## src/rtl/wram_pkg.sv

```systemverilog
package wram_pkg;

    localparam int WIN_BANK_W  = 3;
    localparam int CHIP_CNT    = 2;
    localparam int CHIP_IDX_W  = $clog2(CHIP_CNT);
    localparam int CHIP_BANK_W = 2;
    localparam int KEY_W       = 2;
    localparam int REG_ADDR_W  = 16;
    localparam int REG_DATA_W  = 8;

    localparam logic [REG_ADDR_W-1:0] ADDR_KEY_A  = 16'h5102;
    localparam logic [REG_ADDR_W-1:0] ADDR_KEY_B  = 16'h5103;
    localparam logic [REG_ADDR_W-1:0] ADDR_WINDOW = 16'h5113;

    localparam logic [KEY_W-1:0] UNLOCK_A = 2'b10;
    localparam logic [KEY_W-1:0] UNLOCK_B = 2'b01;

    typedef enum logic [1:0] {
        BOARD_ONE_8K  = 2'd0,
        BOARD_TWO_8K  = 2'd1,
        BOARD_ONE_32K = 2'd2,
        BOARD_EMPTY   = 2'd3
    } board_e;

    typedef struct packed {
        logic                   hit;
        logic [CHIP_IDX_W-1:0]  chip;
        logic [CHIP_BANK_W-1:0] sub;
    } bank_map_t;

    typedef struct packed {
        logic [WIN_BANK_W-1:0] win_bank;
        logic [KEY_W-1:0]      key_a;
        logic [KEY_W-1:0]      key_b;
    } wram_regs_t;

    // The top bit of the bank number picks the upper half of the 64K space.
    function automatic bank_map_t map_bank(board_e board, logic [WIN_BANK_W-1:0] num);
        bank_map_t m;
        logic      upper;
        upper  = num[WIN_BANK_W-1];
        m.hit  = 1'b0;
        m.chip = '0;
        m.sub  = '0;
        case (board)
            BOARD_ONE_8K: begin
                m.hit = !upper;
            end
            BOARD_TWO_8K: begin
                m.hit  = 1'b1;
                m.chip = CHIP_IDX_W'(upper);
            end
            BOARD_ONE_32K: begin
                m.hit = !upper;
                m.sub = num[CHIP_BANK_W-1:0];
            end
            default: begin
                m.hit = 1'b0;
            end
        endcase
        return m;
    endfunction

    function automatic logic keys_open(logic [KEY_W-1:0] a, logic [KEY_W-1:0] b);
        return (a == UNLOCK_A) && (b == UNLOCK_B);
    endfunction

endpackage

```

## src/rtl/wram_regfile.sv

```systemverilog
module wram_regfile
    import wram_pkg::*;
(
    input  logic                  clk,
    input  logic                  rst,
    input  logic                  reg_we,
    input  logic [REG_ADDR_W-1:0] reg_addr,
    input  logic [WIN_BANK_W-1:0] wdata_lo,
    output logic [WIN_BANK_W-1:0] win_bank,
    output logic                  unlocked
);

    wram_regs_t regs_q;
    wram_regs_t regs_d;

    always_comb begin
        regs_d = regs_q;
        if (reg_we) begin
            case (reg_addr)
                ADDR_KEY_A:  regs_d.key_a    = wdata_lo[KEY_W-1:0];
                ADDR_KEY_B:  regs_d.key_b    = wdata_lo[KEY_W-1:0];
                ADDR_WINDOW: regs_d.win_bank = wdata_lo;
                default:     regs_d          = regs_q;
            endcase
        end
    end

    always_ff @(posedge clk) begin
        if (rst) begin
            regs_q <= '0;
        end else begin
            regs_q <= regs_d;
        end
    end

    assign win_bank = regs_q.win_bank;
    assign unlocked = keys_open(regs_q.key_a, regs_q.key_b);

endmodule

```

## src/rtl/wram_bank_decode.sv

```systemverilog
module wram_bank_decode
    import wram_pkg::*;
(
    input  logic                   valid,
    input  board_e                 board,
    input  logic [WIN_BANK_W-1:0]  bank_num,
    output logic [CHIP_CNT-1:0]    chip_sel,
    output logic [CHIP_BANK_W-1:0] chip_bank,
    output logic                   float_bus
);

    bank_map_t map;

    always_comb begin
        map = map_bank(board, bank_num);
    end

    for (genvar i = 0; i < CHIP_CNT; i++) begin : g_sel
        assign chip_sel[i] = valid && map.hit && (map.chip == CHIP_IDX_W'(i));
    end

    assign chip_bank = (valid && map.hit) ? map.sub : '0;
    assign float_bus = valid && !map.hit;

endmodule

```

## src/rtl/wram_write_gate.sv

```systemverilog
module wram_write_gate
    import wram_pkg::*;
(
    input  logic                valid,
    input  logic                cpu_write,
    input  logic [CHIP_CNT-1:0] chip_sel,
    input  logic                unlocked,
    output logic                write_en
);

    assign write_en = valid && cpu_write && (|chip_sel) && unlocked;

endmodule

```

## src/rtl/wram_bank_ctrl.sv

```systemverilog
module wram_bank_ctrl
    import wram_pkg::*;
(
    input  logic        clk,
    input  logic        rst,
    input  logic        reg_we,
    input  logic [15:0] reg_addr,
    input  logic [7:0]  reg_wdata,
    input  logic [1:0]  board_cfg,
    input  logic        acc_valid,
    input  logic        acc_use_window,
    input  logic [2:0]  acc_bank,
    input  logic        acc_write,
    output logic [1:0]  ram_cs,
    output logic [1:0]  ram_bank,
    output logic        open_bus,
    output logic        ram_we
);

    logic [WIN_BANK_W-1:0] win_bank;
    logic [WIN_BANK_W-1:0] sel_bank;
    logic                  unlocked;
    logic                  unused_wdata_hi;
    board_e                board;

    assign unused_wdata_hi = ^reg_wdata[REG_DATA_W-1:WIN_BANK_W];
    assign board           = board_e'(board_cfg);
    assign sel_bank        = acc_use_window ? win_bank : acc_bank;

    wram_regfile u_regs (
        .clk      (clk),
        .rst      (rst),
        .reg_we   (reg_we),
        .reg_addr (reg_addr),
        .wdata_lo (reg_wdata[WIN_BANK_W-1:0]),
        .win_bank (win_bank),
        .unlocked (unlocked)
    );

    wram_bank_decode u_decode (
        .valid     (acc_valid),
        .board     (board),
        .bank_num  (sel_bank),
        .chip_sel  (ram_cs),
        .chip_bank (ram_bank),
        .float_bus (open_bus)
    );

    wram_write_gate u_gate (
        .valid     (acc_valid),
        .cpu_write (acc_write),
        .chip_sel  (ram_cs),
        .unlocked  (unlocked),
        .write_en  (ram_we)
    );

endmodule

```

## config.mk

```make
export PLATFORM = sky130hd
export DESIGN_NAME = wram_bank_ctrl
export DESIGN_NICKNAME = d
export VERILOG_FILES = /design/src/rtl/wram_pkg.sv /design/src/rtl/wram_regfile.sv /design/src/rtl/wram_bank_decode.sv /design/src/rtl/wram_write_gate.sv /design/src/rtl/wram_bank_ctrl.sv
export SDC_FILE = /design/constraint.sdc
export NUM_CORES = 1
export LEC_CHECK = 0
export ABC_AREA = 1
export BUFFER_PORTS_ARGS = -buffer_cell sky130_fd_sc_hd__buf_2
export CELL_PAD_IN_SITES_DETAIL_PLACEMENT = 0
export CELL_PAD_IN_SITES_GLOBAL_PLACEMENT = 1
export CORE_MARGIN = 2
export CORE_UTILIZATION = 23
export CTS_BUF_LIST = sky130_fd_sc_hd__clkbuf_16
export DETAILED_ROUTE_END_ITERATION = 8
export PLACE_DENSITY = 0.79
export SLEW_MARGIN = 20
export SYNTH_ARGS = -nofsm -noshare
export SYNTH_HDL_FRONTEND = slang
export SYNTH_SLANG_ARGS = --single-unit
export TNS_END_PERCENT = 1
```

## constraint.sdc

```tcl
create_clock -name clk -period 1 [get_ports clk]
set_input_delay 0.2 -clock clk [delete_from_list [all_inputs] [get_ports clk]]
set_output_delay 0.2 -clock clk [all_outputs]
set_load 0.005 [all_outputs]
```

==> metrics.md <==
| Metric | Value |
|---|---|
| Status | `finished with violations` |
| Failing checks | `negative setup slack` |
| Largest net degree at the start of global routing | `8` |
| Hold Path Depth | `3` |
| Clk slew on worst S/H paths | `0.04 ns` |
| Power Density | `1260 nW/um^2` |
| Routed wl met2 | `727 um` |
| RSZ-0062 raised after global routing | `true` |
| Core area | `2210 um^2` |
| Synth Area per Inst | `5.57 um^2` |
| Routed via count | `696` |
| Cell Int Power | `0.880 mW` |
| Clock power share | `61.0%` |
| Crit end category | `output port` |
| Sequential Power Share | `25.2%` |
| Worst setup margin | `-0.344 ns` |
| Antenna violations before repair | `0` |
| Vert. Die Dim | `52.5 um` |
| Die Footprint | `2750 um^2` |
| Syn Nets | `132` |
| CP required | `0.80 ns` |
| Flops & latches, synth | `7` |
| Core Util, Final | `40.0%` |
| Post-Layout Cell Count | `169` |
| Worst Setup Start Kind | `flop` |
| Initial core utilization | `24.4%` |
| Post-route minimum period | `1.34 ns` |
| Post-DR vias/cell | `4.12` |
| Cell variety after synth | `14` |
| Buffers on Ports | `35` |
| Max-slew headroom | `85.1%` |
| Final setup vio count | `6` |
| Max-cap violations | `0` |
| Clock Skews | `0 ns` |
| DRC violations left | `0` |
| CTS tree | `yes` |
| Filler cells | `252` |
| Sw Share | `21.0%` |
| Hold path start | `reg_wdata[2]` |
| Worst-skew pair later-pin latency | `0.23 ns` |
| Wire per inst | `7.87 um` |
| Die X | `52.5 um` |
| WL met1 | `540 um` |
| Cell Area, Synth | `541 um^2` |
| Root buffer cell | `clkbuf_16` |
| Met3 routed WL | `63 um` |
| I/O pin count | `41` |
| CP Launch Point | `u_regs.win_bank[2]$_SDFFE_PP0P_` |
| Total power | `1.11 mW` |
| Maximum vdd ir drop | `920 uV` |
| Psw | `0.234 mW` |
| Clock Sinks | `7` |
| DR pass1 iterations | `4` |
| Global-route wire length before repair | `2270 um` |
| Final Hold Fails | `0` |
| Design Area, Final | `885 um^2` |
| Logic pwr share | `13.8%` |
| Hold Path End | `u_regs.win_bank[2]$_SDFFE_PP0P_` |
| Area Overhead vs Synth | `63.7%` |
| Htree depth | `1` |
| Critical path class | `flop to output port` |
| Worst Hold Slack | `0.202 ns` |
| Final cycle utilization of the critical path | `134%` |
| Leak pwr | `0.517 nW` |
| Max clock buf depth | `2` |
| Synth top area share | `25.9%` |
| Diodes inserted | `0` |
| Commonest non-fill, non-tap cells in the layout | `buf_2, nand2_1, nor2_1` |
| Antenna-violating nets left | `0` |
| GRT Util Overall | `11.0%` |
| Commonest non-fill, non-tap cell in the layout | `buf_2` |
| Cell Area, Placed | `766 um^2` |
| Synth area leaders | `dfxtp_1, nand2_1, nor2_1` |
| Final Wtd Congestion | `0.660` |
| DR top layer | `met3` |
| Largest area contributor in the netlist | `dfxtp_1` |
| Peak fanout along the critical path | `3` |
| 1st-iter DRT viols | `4` |
| Number of slew-limit violations in the final report | `0` |
| Vias in the first global route | `642` |
| Cells after synthesis | `97` |
| Crit path DAT | `1.14 ns` |
| Reg-to-reg slack, setup | `0.18 ns` |
| GR Overflow Total | `0` |
| Highest Clock Rate | `0.744 GHz` |
| Sequential share of the synthesized area | `25.9%` |
| CTS Buf Count | `3` |
| Crit Reg-Reg Endpoint | `u_regs.win_bank[2]$_SDFFE_PP0P_` |
| Final HPWL DP | `1110 um` |
| Post-Place Cells | `162` |
| Final net count | `177` |
| # rows | `17` |
| Worst R2R Start | `u_regs.win_bank[2]$_SDFFE_PP0P_` |
| Number of warnings issued by yosys | `0` |
| Worst-margin pin slew | `0.223 ns` |
| Layout cells sized above 1 | `41.1%` |
| Hold Crit Class | `primary input to flop` |
| Final WL | `1330 um` |
| FF-to-FF path depth | `6` |
-- synth_stat cells --
| library cell | instances |
|---|---|
| nor2_1 | 24 |
| o21ai_1 | 1 |
| o21ai_2 | 1 |
| nor2_4 | 1 |
| nor2_2 | 4 |
| nand2_2 | 1 |
| nand2_1 | 25 |
| dfxtp_1 | 7 |
| nand4_1 | 4 |
| nand3_2 | 1 |
| o21ai_0 | 2 |
| nand3_1 | 3 |
| inv_1 | 22 |
| nand3_4 | 1 |
-- flip-flops by register name (all words and copies together), names as in the netlist --
| signal | flops |
|---|---|
| u_regs.regs_q | 4 |
| u_regs.win_bank | 3 |
-- kinds of logic after synthesis --
group	Yosys count	share of synthesized area (%)
AO/OA/AOI/OAI	4	4.40
buffers and inverters	22	15.3
flip-flops	7	25.9
AND/OR/NAND/NOR	64	54.4
-- per-stage QoR --
stage / TNS, ns / setup slack [ns]
after global routing: -2.54 / -0.454
after detailed placement: -0.934 / -0.160
after global placement: -0.737 / -0.139
after floorplan: 0 / 0.00957
after CTS: -1.72 / -0.346
final: -1.98 / -0.344
-- power by group through the flow --
stage	Combinational, mW	Clock, mW	Sequential (mW)
2_1_floorplan	0.0545	0	0.285
3_3_place_gp	0.134	0	0.285
3_5_place_dp	0.137	0	0.285
4_1_cts	0.140	0.691	0.281
5_1_grt	0.174	0.708	0.280
6_report	0.154	0.679	0.281
-- cell type report --
| class | count | area, um^2 | area share, % |
|---|---|---|---|
| clock inverters | 1 | 3.75 | 0.424 |
| repair buffers | 40 | 213 | 24.0 |
| flip-flops and latches | 7 | 141 | 16.0 |
| clock buffers | 3 | 75.1 | 8.49 |
| inverters | 22 | 82.6 | 9.34 |
| multi-input cells | 68 | 334 | 37.8 |
| well taps | 28 | 35.0 | 3.96 |
-- layer usage --
| layer | vias to the layer above | track usage (%) |
|---|---|---|
| li1 | 376 | - |
| met2 | 8 | 20.4 |
| met1 | 312 | 11.4 |
| met5 | - | 0 |
| met4 | 0 | 1.28 |
| met3 | 0 | 5.14 |
-- worst max path at each step --
stage                           to  slack [ns]  cells after the start
after floorplan             ram_we        0.01                      7
after global placement      ram_we       -0.14                      7
after detailed placement    ram_we       -0.16                      7
after CTS                   ram_we       -0.35                      8
after global routing        ram_we       -0.45                      8
final                     open_bus       -0.34                      8
-- critical path: stages, from the launching register on --
cell     delay (ns)
dfxtp_2        0.31
inv_2          0.05
nand2_2        0.04
o21ai_2        0.06
nand2_1        0.08
o21ai_2        0.08
buf_4          0.15
nor2_4         0.03
buf_2          0.12
-- what timing repair did --
| action | 4_1_cts | 5_1_grt |
|---|---|---|
| gates resized for setup | 1 | 6 |
| setup endpoints to repair | 6 | 6 |
| setup buffers | 0 | 3 |
| hold buffers | 0 | 0 |
| pin swaps | 1 | 3 |
No activity file was read; power rests on OpenSTA's default activity.
